===== src/rtl/i2c_wr_pkg.sv =====
`timescale 1ns/1ps
// Shared definitions for the I2C write master: sequencer states,
// register addresses and control bit positions.
package i2c_wr_pkg;
    typedef enum logic [2:0] {
        ST_IDLE, ST_START, ST_BITS, ST_ACK, ST_HOLD, ST_STOP
    } seq_state_t;

    localparam logic [1:0] RA_DATA = 2'd0;
    localparam logic [1:0] RA_CTRL = 2'd1;
    localparam logic [1:0] RA_STAT = 2'd2;
    localparam logic [1:0] RA_LINK = 2'd3;

    localparam int CB_EN   = 0;
    localparam int CB_GO   = 1;
    localparam int CB_HALT = 2;
    localparam int CB_TXIE = 3;
endpackage


===== src/rtl/i2c_slot_timer.sv =====
`timescale 1ns/1ps
// Bit slot timer: counts 4*QUARTER cycles per slot while run is high.
// Assumes run drops between transfers, which restarts the slot at 0.
module i2c_slot_timer #(
    parameter int QUARTER = 4
) (
    input  logic clk,
    input  logic rst_n,
    input  logic run,
    output logic slot_end,
    output logic scl_high,
    output logic late
);
    localparam int SLOT = 4 * QUARTER;
    localparam int CW   = $clog2(SLOT);

    logic [CW-1:0] cyc;

    // Slot cycle counter, held at zero when not running.
    always_ff @(posedge clk) begin
        if (!rst_n || !run || slot_end) cyc <= '0;
        else                            cyc <= cyc + 1'b1;
    end

    assign slot_end = run && (cyc == CW'(SLOT - 1));
    assign scl_high = (cyc >= CW'(2 * QUARTER));
    assign late     = (cyc >= CW'(3 * QUARTER));
endmodule


===== src/rtl/i2c_wr_regs.sv =====
`timescale 1ns/1ps
// Software register file: data byte, control bits, status and link flags.
// Assumes hardware events arrive as single-cycle pulses from the sequencer;
// a hardware clear of a control bit overrides a software write in the same cycle.
module i2c_wr_regs
    import i2c_wr_pkg::*;
(
    input  logic       clk,
    input  logic       rst_n,
    input  logic       wr,
    input  logic [1:0] waddr,
    input  logic [7:0] wdata,
    input  logic [1:0] raddr,
    output logic [7:0] rdata,
    input  logic       ev_launch,
    input  logic       ev_take,
    input  logic       ev_flush,
    input  logic       ev_ack_done,
    input  logic       ev_ack_low,
    input  logic       ev_stop_done,
    input  logic       hide_empty,
    output logic [7:0] data_q,
    output logic       full,
    output logic       en,
    output logic       go,
    output logic       halt,
    output logic       txie,
    output logic       nack,
    output logic       ack,
    output logic       ackv,
    output logic       tdre,
    output logic       irq
);
    // Data register and its occupancy flag.
    always_ff @(posedge clk) begin
        if (!rst_n) begin
            data_q <= '0;
            full   <= 1'b0;
        end else if (wr && waddr == RA_DATA) begin
            data_q <= wdata;
            full   <= 1'b1;
        end else if (ev_take || ev_flush) begin
            full <= 1'b0;
        end
    end

    // Control bits with hardware self-clear of go and halt.
    always_ff @(posedge clk) begin
        if (!rst_n) begin
            {txie, halt, go, en} <= 4'b0000;
        end else begin
            if (wr && waddr == RA_CTRL) begin
                en   <= wdata[CB_EN];
                go   <= wdata[CB_GO];
                halt <= wdata[CB_HALT];
                txie <= wdata[CB_TXIE];
            end
            if (ev_launch)    go   <= 1'b0;
            if (ev_stop_done) halt <= 1'b0;
        end
    end

    // Acknowledge and not-acknowledge flags.
    always_ff @(posedge clk) begin
        if (!rst_n) begin
            nack <= 1'b0;
            ack  <= 1'b0;
            ackv <= 1'b0;
        end else begin
            if (ev_launch) begin
                ack  <= 1'b0;
                ackv <= 1'b0;
            end else if (ev_ack_done) begin
                ack  <= ev_ack_low;
                ackv <= 1'b1;
            end
            if (ev_ack_done && !ev_ack_low) nack <= 1'b1;
            else if (ev_stop_done)          nack <= 1'b0;
        end
    end

    assign tdre = !full && !hide_empty;
    assign irq  = en && ((txie && tdre) || nack);

    // Read multiplexer.
    always_comb begin
        unique case (raddr)
            RA_DATA: rdata = data_q;
            RA_CTRL: rdata = {4'b0000, txie, halt, go, en};
            RA_STAT: rdata = {6'b000000, nack, tdre};
            default: rdata = {6'b000000, ackv, ack};
        endcase
    end
endmodule


===== src/rtl/i2c_wr_seq.sv =====
`timescale 1ns/1ps
// Bus sequencer: START, eight data bits MSB first, acknowledge slot,
// hold with SCL low, and STOP. Assumes no clock stretching or arbitration;
// SDA is synchronized through two flops before the acknowledge sample.
module i2c_wr_seq
    import i2c_wr_pkg::*;
#(
    parameter int QUARTER = 4
) (
    input  logic       clk,
    input  logic       rst_n,
    input  logic       en,
    input  logic       go,
    input  logic       halt,
    input  logic       full,
    input  logic       nack,
    input  logic [7:0] data_q,
    input  logic       sda_in,
    output logic       ev_launch,
    output logic       ev_take,
    output logic       ev_flush,
    output logic       ev_ack_done,
    output logic       ev_ack_low,
    output logic       ev_stop_done,
    output logic       hide_empty,
    output logic       busy,
    output logic       scl_oe,
    output logic       sda_oe
);
    seq_state_t state, nxt;
    logic [7:0] shift;
    logic [2:0] bit_cnt;
    logic       first_byte;
    logic [1:0] sda_sync;
    logic       run, slot_end, scl_high, late, ack_end;

    assign run = (state == ST_START) || (state == ST_BITS) ||
                 (state == ST_ACK)   || (state == ST_STOP);

    i2c_slot_timer #(.QUARTER(QUARTER)) u_timer (
        .clk(clk), .rst_n(rst_n), .run(run),
        .slot_end(slot_end), .scl_high(scl_high), .late(late)
    );

    // Two-flop synchronizer for the SDA line.
    always_ff @(posedge clk) begin
        if (!rst_n) sda_sync <= 2'b11;
        else        sda_sync <= {sda_sync[0], sda_in};
    end

    assign ack_end      = (state == ST_ACK) && slot_end;
    assign ev_ack_done  = ack_end;
    assign ev_ack_low   = !sda_sync[1];
    assign ev_launch    = (state == ST_IDLE) && en && go && full;
    assign ev_take      = ev_launch ||
                          (ack_end && ev_ack_low && !halt && full) ||
                          ((state == ST_HOLD) && !halt && full && !nack);
    assign ev_flush     = (ack_end && ev_ack_low && halt) ||
                          ((state == ST_HOLD) && halt);
    assign ev_stop_done = (state == ST_STOP) && slot_end;
    assign hide_empty   = (state == ST_START) ||
                          ((state == ST_BITS) && first_byte && bit_cnt == 3'd7);
    assign busy         = (state != ST_IDLE);

    // Next-state selection.
    always_comb begin
        nxt = state;
        unique case (state)
            ST_IDLE:  if (ev_launch) nxt = ST_START;
            ST_START: if (slot_end) nxt = ST_BITS;
            ST_BITS:  if (slot_end && bit_cnt == 3'd0) nxt = ST_ACK;
            ST_ACK: if (slot_end) begin
                if (!ev_ack_low) nxt = ST_HOLD;
                else if (halt)   nxt = ST_STOP;
                else if (full)   nxt = ST_BITS;
                else             nxt = ST_HOLD;
            end
            ST_HOLD: begin
                if (halt)               nxt = ST_STOP;
                else if (full && !nack) nxt = ST_BITS;
            end
            ST_STOP:  if (slot_end) nxt = ST_IDLE;
            default:  nxt = ST_IDLE;
        endcase
    end

    // State register.
    always_ff @(posedge clk) begin
        if (!rst_n) state <= ST_IDLE;
        else        state <= nxt;
    end

    // Shift register, bit counter and first-byte marker.
    always_ff @(posedge clk) begin
        if (!rst_n) begin
            shift      <= '0;
            bit_cnt    <= '0;
            first_byte <= 1'b0;
        end else begin
            if (ev_take) begin
                shift   <= data_q;
                bit_cnt <= 3'd7;
            end else if (state == ST_BITS && slot_end) begin
                shift   <= {shift[6:0], 1'b0};
                bit_cnt <= bit_cnt - 1'b1;
            end
            if (ev_launch)                         first_byte <= 1'b1;
            else if (state == ST_BITS && slot_end) first_byte <= 1'b0;
        end
    end

    // Open-drain line enables from state and slot phase.
    always_comb begin
        unique case (state)
            ST_START: begin scl_oe = 1'b0;      sda_oe = scl_high;  end
            ST_BITS:  begin scl_oe = !scl_high; sda_oe = !shift[7]; end
            ST_ACK:   begin scl_oe = !scl_high; sda_oe = 1'b0;      end
            ST_HOLD:  begin scl_oe = 1'b1;      sda_oe = 1'b0;      end
            ST_STOP:  begin scl_oe = !scl_high; sda_oe = !late;     end
            default:  begin scl_oe = 1'b0;      sda_oe = 1'b0;      end
        endcase
    end
endmodule


===== src/rtl/i2c_wr_master.sv =====
`timescale 1ns/1ps
// I2C master write controller top: register file plus bus sequencer.
// Assumes a single master on the bus and sda_in carrying the wired-AND line level.
module i2c_wr_master #(
    parameter int QUARTER = 4
) (
    input  logic       clk,
    input  logic       rst_n,
    input  logic       reg_wr,
    input  logic [1:0] reg_addr,
    input  logic [7:0] reg_wdata,
    input  logic [1:0] reg_raddr,
    output logic [7:0] reg_rdata,
    output logic       irq,
    output logic       scl_oe,
    output logic       sda_oe,
    input  logic       sda_in
);
    logic       ev_launch, ev_take, ev_flush, ev_ack_done, ev_ack_low, ev_stop_done;
    logic       hide_empty, busy;
    logic [7:0] data_q;
    logic       full, en, go, halt, txie, nack, ack, ackv, tdre;

    i2c_wr_regs u_regs (
        .clk(clk), .rst_n(rst_n),
        .wr(reg_wr), .waddr(reg_addr), .wdata(reg_wdata),
        .raddr(reg_raddr), .rdata(reg_rdata),
        .ev_launch(ev_launch), .ev_take(ev_take), .ev_flush(ev_flush),
        .ev_ack_done(ev_ack_done), .ev_ack_low(ev_ack_low),
        .ev_stop_done(ev_stop_done), .hide_empty(hide_empty),
        .data_q(data_q), .full(full), .en(en), .go(go), .halt(halt),
        .txie(txie), .nack(nack), .ack(ack), .ackv(ackv), .tdre(tdre), .irq(irq)
    );

    i2c_wr_seq #(.QUARTER(QUARTER)) u_seq (
        .clk(clk), .rst_n(rst_n),
        .en(en), .go(go), .halt(halt), .full(full), .nack(nack),
        .data_q(data_q), .sda_in(sda_in),
        .ev_launch(ev_launch), .ev_take(ev_take), .ev_flush(ev_flush),
        .ev_ack_done(ev_ack_done), .ev_ack_low(ev_ack_low),
        .ev_stop_done(ev_stop_done), .hide_empty(hide_empty), .busy(busy),
        .scl_oe(scl_oe), .sda_oe(sda_oe)
    );
endmodule


===== config.mk =====
export PLATFORM = sky130hd
export DESIGN_NAME = i2c_wr_master
export DESIGN_NICKNAME = d
export VERILOG_FILES = /design/src/rtl/i2c_wr_pkg.sv /design/src/rtl/i2c_slot_timer.sv /design/src/rtl/i2c_wr_regs.sv /design/src/rtl/i2c_wr_seq.sv /design/src/rtl/i2c_wr_master.sv
export SDC_FILE = /design/constraint.sdc
export NUM_CORES = 1
export LEC_CHECK = 0
export ABC_CLOCK_PERIOD_IN_PS = 4700
export CAP_MARGIN = 20
export CORE_MARGIN = 8
export CORE_UTILIZATION = 58
export CTS_BUF_LIST = sky130_fd_sc_hd__clkbuf_8 sky130_fd_sc_hd__clkbuf_16
export DETAILED_ROUTE_END_ITERATION = 7
export PLACE_DENSITY_LB_ADDON = 0.2
export SETUP_SLACK_MARGIN = 0.02
export SYNTH_ARGS = -nofsm -noshare
export SYNTH_HDL_FRONTEND = slang
export SYNTH_HIERARCHICAL = 1
export SYNTH_SLANG_ARGS = --single-unit

===== constraint.sdc =====
create_clock -name clk -period 4.7 [get_ports clk]
set_clock_uncertainty 0.1 [all_clocks]
set_input_delay 1.41 -clock clk [delete_from_list [all_inputs] [get_ports clk]]
set_output_delay 1.41 -clock clk [all_outputs]
set_load 0.01 [all_outputs]

After elaboration in Yosys (flattened, before gate mapping)
Cells that the tools add are included.
{"block": "totals", "reg_bits": 37, "input_bits": 16, "out_inout_bits": 11}
{"block": "op_classes", "add_sub_neg": 2, "order_cmp": 2, "eq_ne": 16, "muxes": 24, "n_bitwise": 1, "n_reduce_logical": 58}
{"cell": "$mux W3", "count": 12}
{"cell": "$logic_and A1 B1 Y1", "count": 25}
{"cell": "$pmux W8 S3", "count": 1}
{"cell": "$pmux W3 S6", "count": 1}
{"cell": "$mux W8", "count": 2}
{"cell": "$logic_or A1 B1 Y1", "count": 11}
{"cell": "$logic_not A1 Y1", "count": 10}
{"cell": "$eq A3 B3 Y1 const B", "count": 3}
{"cell": "$ge A4 B4 Y1 const B", "count": 2}
{"cell": "$ne A2 B1 Y1 const B", "count": 4}
{"cell": "$reduce_bool A2 Y1", "count": 4}
{"cell": "$eq A3 B2 Y1 const B", "count": 2}
{"cell": "$logic_not A3 Y1", "count": 2}
{"cell": "$mux W1", "count": 6}
{"cell": "$reduce_and A6 Y1", "count": 1}
{"cell": "$add A4 B1 Y4 const B", "count": 1}
{"cell": "$eq A2 B1 Y1 const B", "count": 2}
{"cell": "$eq A4 B4 Y1 const B", "count": 1}
{"cell": "$logic_not A2 Y1", "count": 2}
{"cell": "$reduce_or A2 Y1", "count": 2}
{"cell": "$eq A3 B1 Y1 const B", "count": 1}
{"cell": "$ne A3 B3 Y1 const B", "count": 1}
{"cell": "$pmux W1 S3", "count": 1}
{"cell": "$reduce_or A3 Y1", "count": 1}
{"cell": "5 further kinds", "count": 5}

Longest topological paths before layout
{"block": "logic_depth", "ltp_word": 14, "depth_mapped": 10}

By module
Netlist, hierarchy kept.
{"mod": "i2c_wr_seq", "instances": 1, "cells_each": 125, "area_each_um2": 1048.5}
{"mod": "i2c_wr_regs", "instances": 1, "cells_each": 81, "area_each_um2": 777.0}
{"mod": "i2c_slot_timer", "instances": 1, "cells_each": 21, "area_each_um2": 185.2}

Worst setup path before layout
Ideal clock, no wire load.
{"block": "synth_timing", "path_kind": "in2out", "from": "input reg_raddr[1]", "to": "output reg_rdata[0]", "arrival_time_ns": 1.916, "required_ns": 3.190, "path_slack_ns": 1.274, "cell_stages": 1, "n_path_buf": 0, "cell_sequence": "mux4_2"}
{"block": "synth_via", "elab_chain_cells": 2}
{"element": "start: declaration", "line_no": "i2c_wr_master.sv:12", "rtl": "input logic [1:0] reg_raddr,"}
{"element": "$eq A2 B2 Y1, or another cell as far along", "line_no": "i2c_wr_regs.sv:87", "rtl": "unique case (raddr)"}
{"element": "$pmux W8 S3 (*)", "line_no": "i2c_wr_regs.sv:87"}
{"element": "end: declaration", "line_no": "i2c_wr_master.sv:13", "rtl": "output logic [7:0] reg_rdata,"}
Every way passes the cells marked *; elsewhere a longest branch is shown, timed or not.

Worst setup path after layout
{"block": "layout_timing", "from": "input reg_raddr[1]", "to": "output reg_rdata[1]"}
Same word-level chain as after synthesis.

==> metrics.md <==
| Metric | Value |
|---|---|
| Leakage power | `0.895 nW` |
| Layout cell share with drive strength beyond 1 | `7.29%` |
| Crit path kind | `input port to primary output` |
| Ys async rst share | `0%` |
| CP Capture Type | `primary output` |
| FP Rows | `21` |
| Nets@finish | `approximately 270` |
| Slew HR | `38.9%` |
| Max Slew Vio Count | `0` |
| ANT nets after route | `0` |
| Die Area | `5610 sq um` |
| CTS sink cnt | `37` |
| P&R area growth vs syn | `18.2%` |
| Commonest non-fill, non-tap cell in the layout | `dfxtp_1` |
| VDD IR max | `0.000253 V` |
| CP required | `3190 ps` |
| Number of setup buffers added after CTS | `0` |
| Achievable Freq | `roughly 0.22 GHz` |
| Setup TNS Final | `0 ps` |
| Max Fanout on Critical Path | `5` |
| CTS tree | `yes` |
| Seq/Total Area, Yosys | `36.8%` |
| Power Total | `697 uW` |
| Total track usage | `approximately 17%` |
| Synth area leaders | `dfxtp_1, mux2i_1, nand2_1, a311oi_1, a21oi_1` |
| Largest net degree at the start of global routing | `26` |
| Core area | `3340 sq um` |
| Die Ht | `roughly 75 microns` |
| Worst slew pin tran | `between 900 and 1000 ps` |
| Later-pin clock latency in the skew report | `300 ps` |
| Commonest cells after routing, fill and taps aside | `dfxtp_1, clkdlybuf4s50_1, nand2_1` |
| Root Buffer Master | `clkbuf_8` |
| Pre-Repair DR Iteration Count | `4` |
| Starting DRT DRC Count | `~130` |
| Hold Vio Cnt, Final | `0` |
| Status | `completed` |
| Max-capacitance violation count | `0` |
| DR DRC count | `0` |
| Synth Cell Area | `around 2000 sq um` |
| Final GP Congestion | `between 0.7 and 0.8` |
| Via-to-Cell Ratio | `5.67` |
| Syn nets | `248` |
| CTS clk-pin slew, worst paths | `~70 ps` |
| Wire length per cell | `around 15 microns` |
| CTS H-Tree Depth | `2` |
| First-pass GRT wire length | `7450 microns` |
| Clk buf depth | `2` |
| Period utilisation layout | `97.4%` |
| Drt total wl | `4360 microns` |
| IO Count | `27` |
| Synthesized area per cell | `8.86 sq um` |
| IO buf count | `26` |
| Via count | `1662` |
| Post-CTS Hold Fix Bufs | `0` |
| Pwr per Cell Area | `just under 300 nW/um^2` |
| Crit start category | `input port` |
| Placed Area | `2240 sq um` |
| Hpwl dp | `3110 microns` |
| Synth Warn # | `6` |
| Prevailing post-synth register cell | `dfxtp_1` |
| Fillers | `roughly 290` |
| Final setup fails | `0` |
| RSZ-0062 raised after global routing | `no` |
| Yosys top cell by area | `dfxtp_1` |
| WP data arrival | `3070 ps` |
| Overflow after GRT | `0` |
| Chip width | `74.9 microns` |
| Ant. Diodes | `0` |
| Min cycle time layout | `4580 ps` |
| Num CTS Buffers | `5` |
| Yosys cell types | `between 40 and 50` |
| Flops & latches, synth | `37` |
| EDFF count, synth | `0` |
| Antenna violations before repair | `0` |
| Post-Layout Inst Area | `2380 sq um` |
| Worst min path class | `register to register` |
| Top cell type's share of synthesized area | `~37%` |
| Starting Density | `60.3%` |
| Synthesized instance count | `227` |
| Vias in the first global route | `1602` |
| Post-cts resize count | `0` |
==> registers in the layout (all words and copies together) (netlist names) <==
signal             count
u_seq/sda_sync         2
u_seq/shift            8
u_regs/txie            1
u_regs/ackv            1
u_regs/halt            1
u_regs/full            1
u_seq/state            3
u_seq/u_timer/cyc      4
u_regs/en              1
u_seq/bit_cnt          3
u_regs/data_q          8
u_regs/nack            1
u_regs/go              1
u_regs/ack             1
u_seq/first_byte       1
==> routing by layer <==
layer,vias to the layer above,part of all wire (%),GRT usage (%)
li1,841,-,-
met1,776,46,22.0
met2,37,48,26.5
met3,8,3.9,4.66
met4,0,1.9,6.30
met5,-,0,0
==> critical path, stage by stage <==
cell and delay, ps:
clkdlybuf4s50_1 600, mux4_2 560, clkdlybuf4s50_1 500
==> worst paths after layout <==
path | start | to | slack, ps | cells past startpoint
worst min-delay path | u_seq/sda_sync[0] | u_seq/sda_sync[1] | 320 | 1
worst min register to register | u_seq/sda_sync[0] | u_seq/sda_sync[1] | 320 | 1
worst max-delay path | reg_raddr[1] | reg_rdata[1] | 120 | 3
worst max register to register | u_seq/state[1] | u_regs/full | 2010 | 8
==> synth_stat cells, drive strengths merged, types with 6 or more instances <==
| library cell | count |
|---|---|
| nor2 | 18 |
| nand2 | 26 |
| clkbuf | 6 |
| buf | 9 |
| nand3 | 6 |
| a311oi | 8 |
| inv | 11 |
| nand3b | 6 |
| mux2i | 22 |
| dfxtp | 37 |
| a21oi | 13 |
| and2 | 6 |
| nand2b | 8 |
==> layout make-up <==
class / instances / area, sq um / share of cell area, %
clock buffer: 5 / 68.8 / 2.89
multi-input combinational: 164 / 1140 / 47.8
tap: 46 / 57.6 / 2.42
inverter: 11 / 41.3 / 1.74
clock inverter: 3 / 65.1 / 2.74
timing repair buffer: 27 / 268 / 11.3
sequential: 37 / 741 / 31.2
==> per-stage QoR <==
stage	cells	util, %	worst slack (ps)	hold slack (ps)
floorplan	227	-	1270	286
global placement	285	67.2	135	290
detailed placement	285	67.2	119	301
CTS	293	71.2	114	319
global route	293	71.2	83.6	350
finish	293	71.2	123	322
==> report_power, final <==
group,switching (mW),internal [mW],total (mW)
clock,0.117,0.211,0.328
sequential,0.00534,0.318,0.324
combinational,0.0198,0.0254,0.0453
total,0.142,0.554,0.697
==> kinds of logic (layout without fill, tap and decap cells) <==
| kind of cell | after synthesis | in the layout | synth area share (%) |
|---|---|---|---|
| simple gates | 87 | 87 | 23.0 |
| compound gates | 44 | 44 | 15.5 |
| flops | 37 | 37 | 36.8 |
| buf+inv | 26 | 46 | 6.66 |
| mux | 24 | 24 | 13.2 |
| fa+ha+maj | 5 | 5 | 3.11 |
| xor+xnor | 4 | 4 | 1.74 |
No activity file was read; power rests on OpenSTA's default activity.
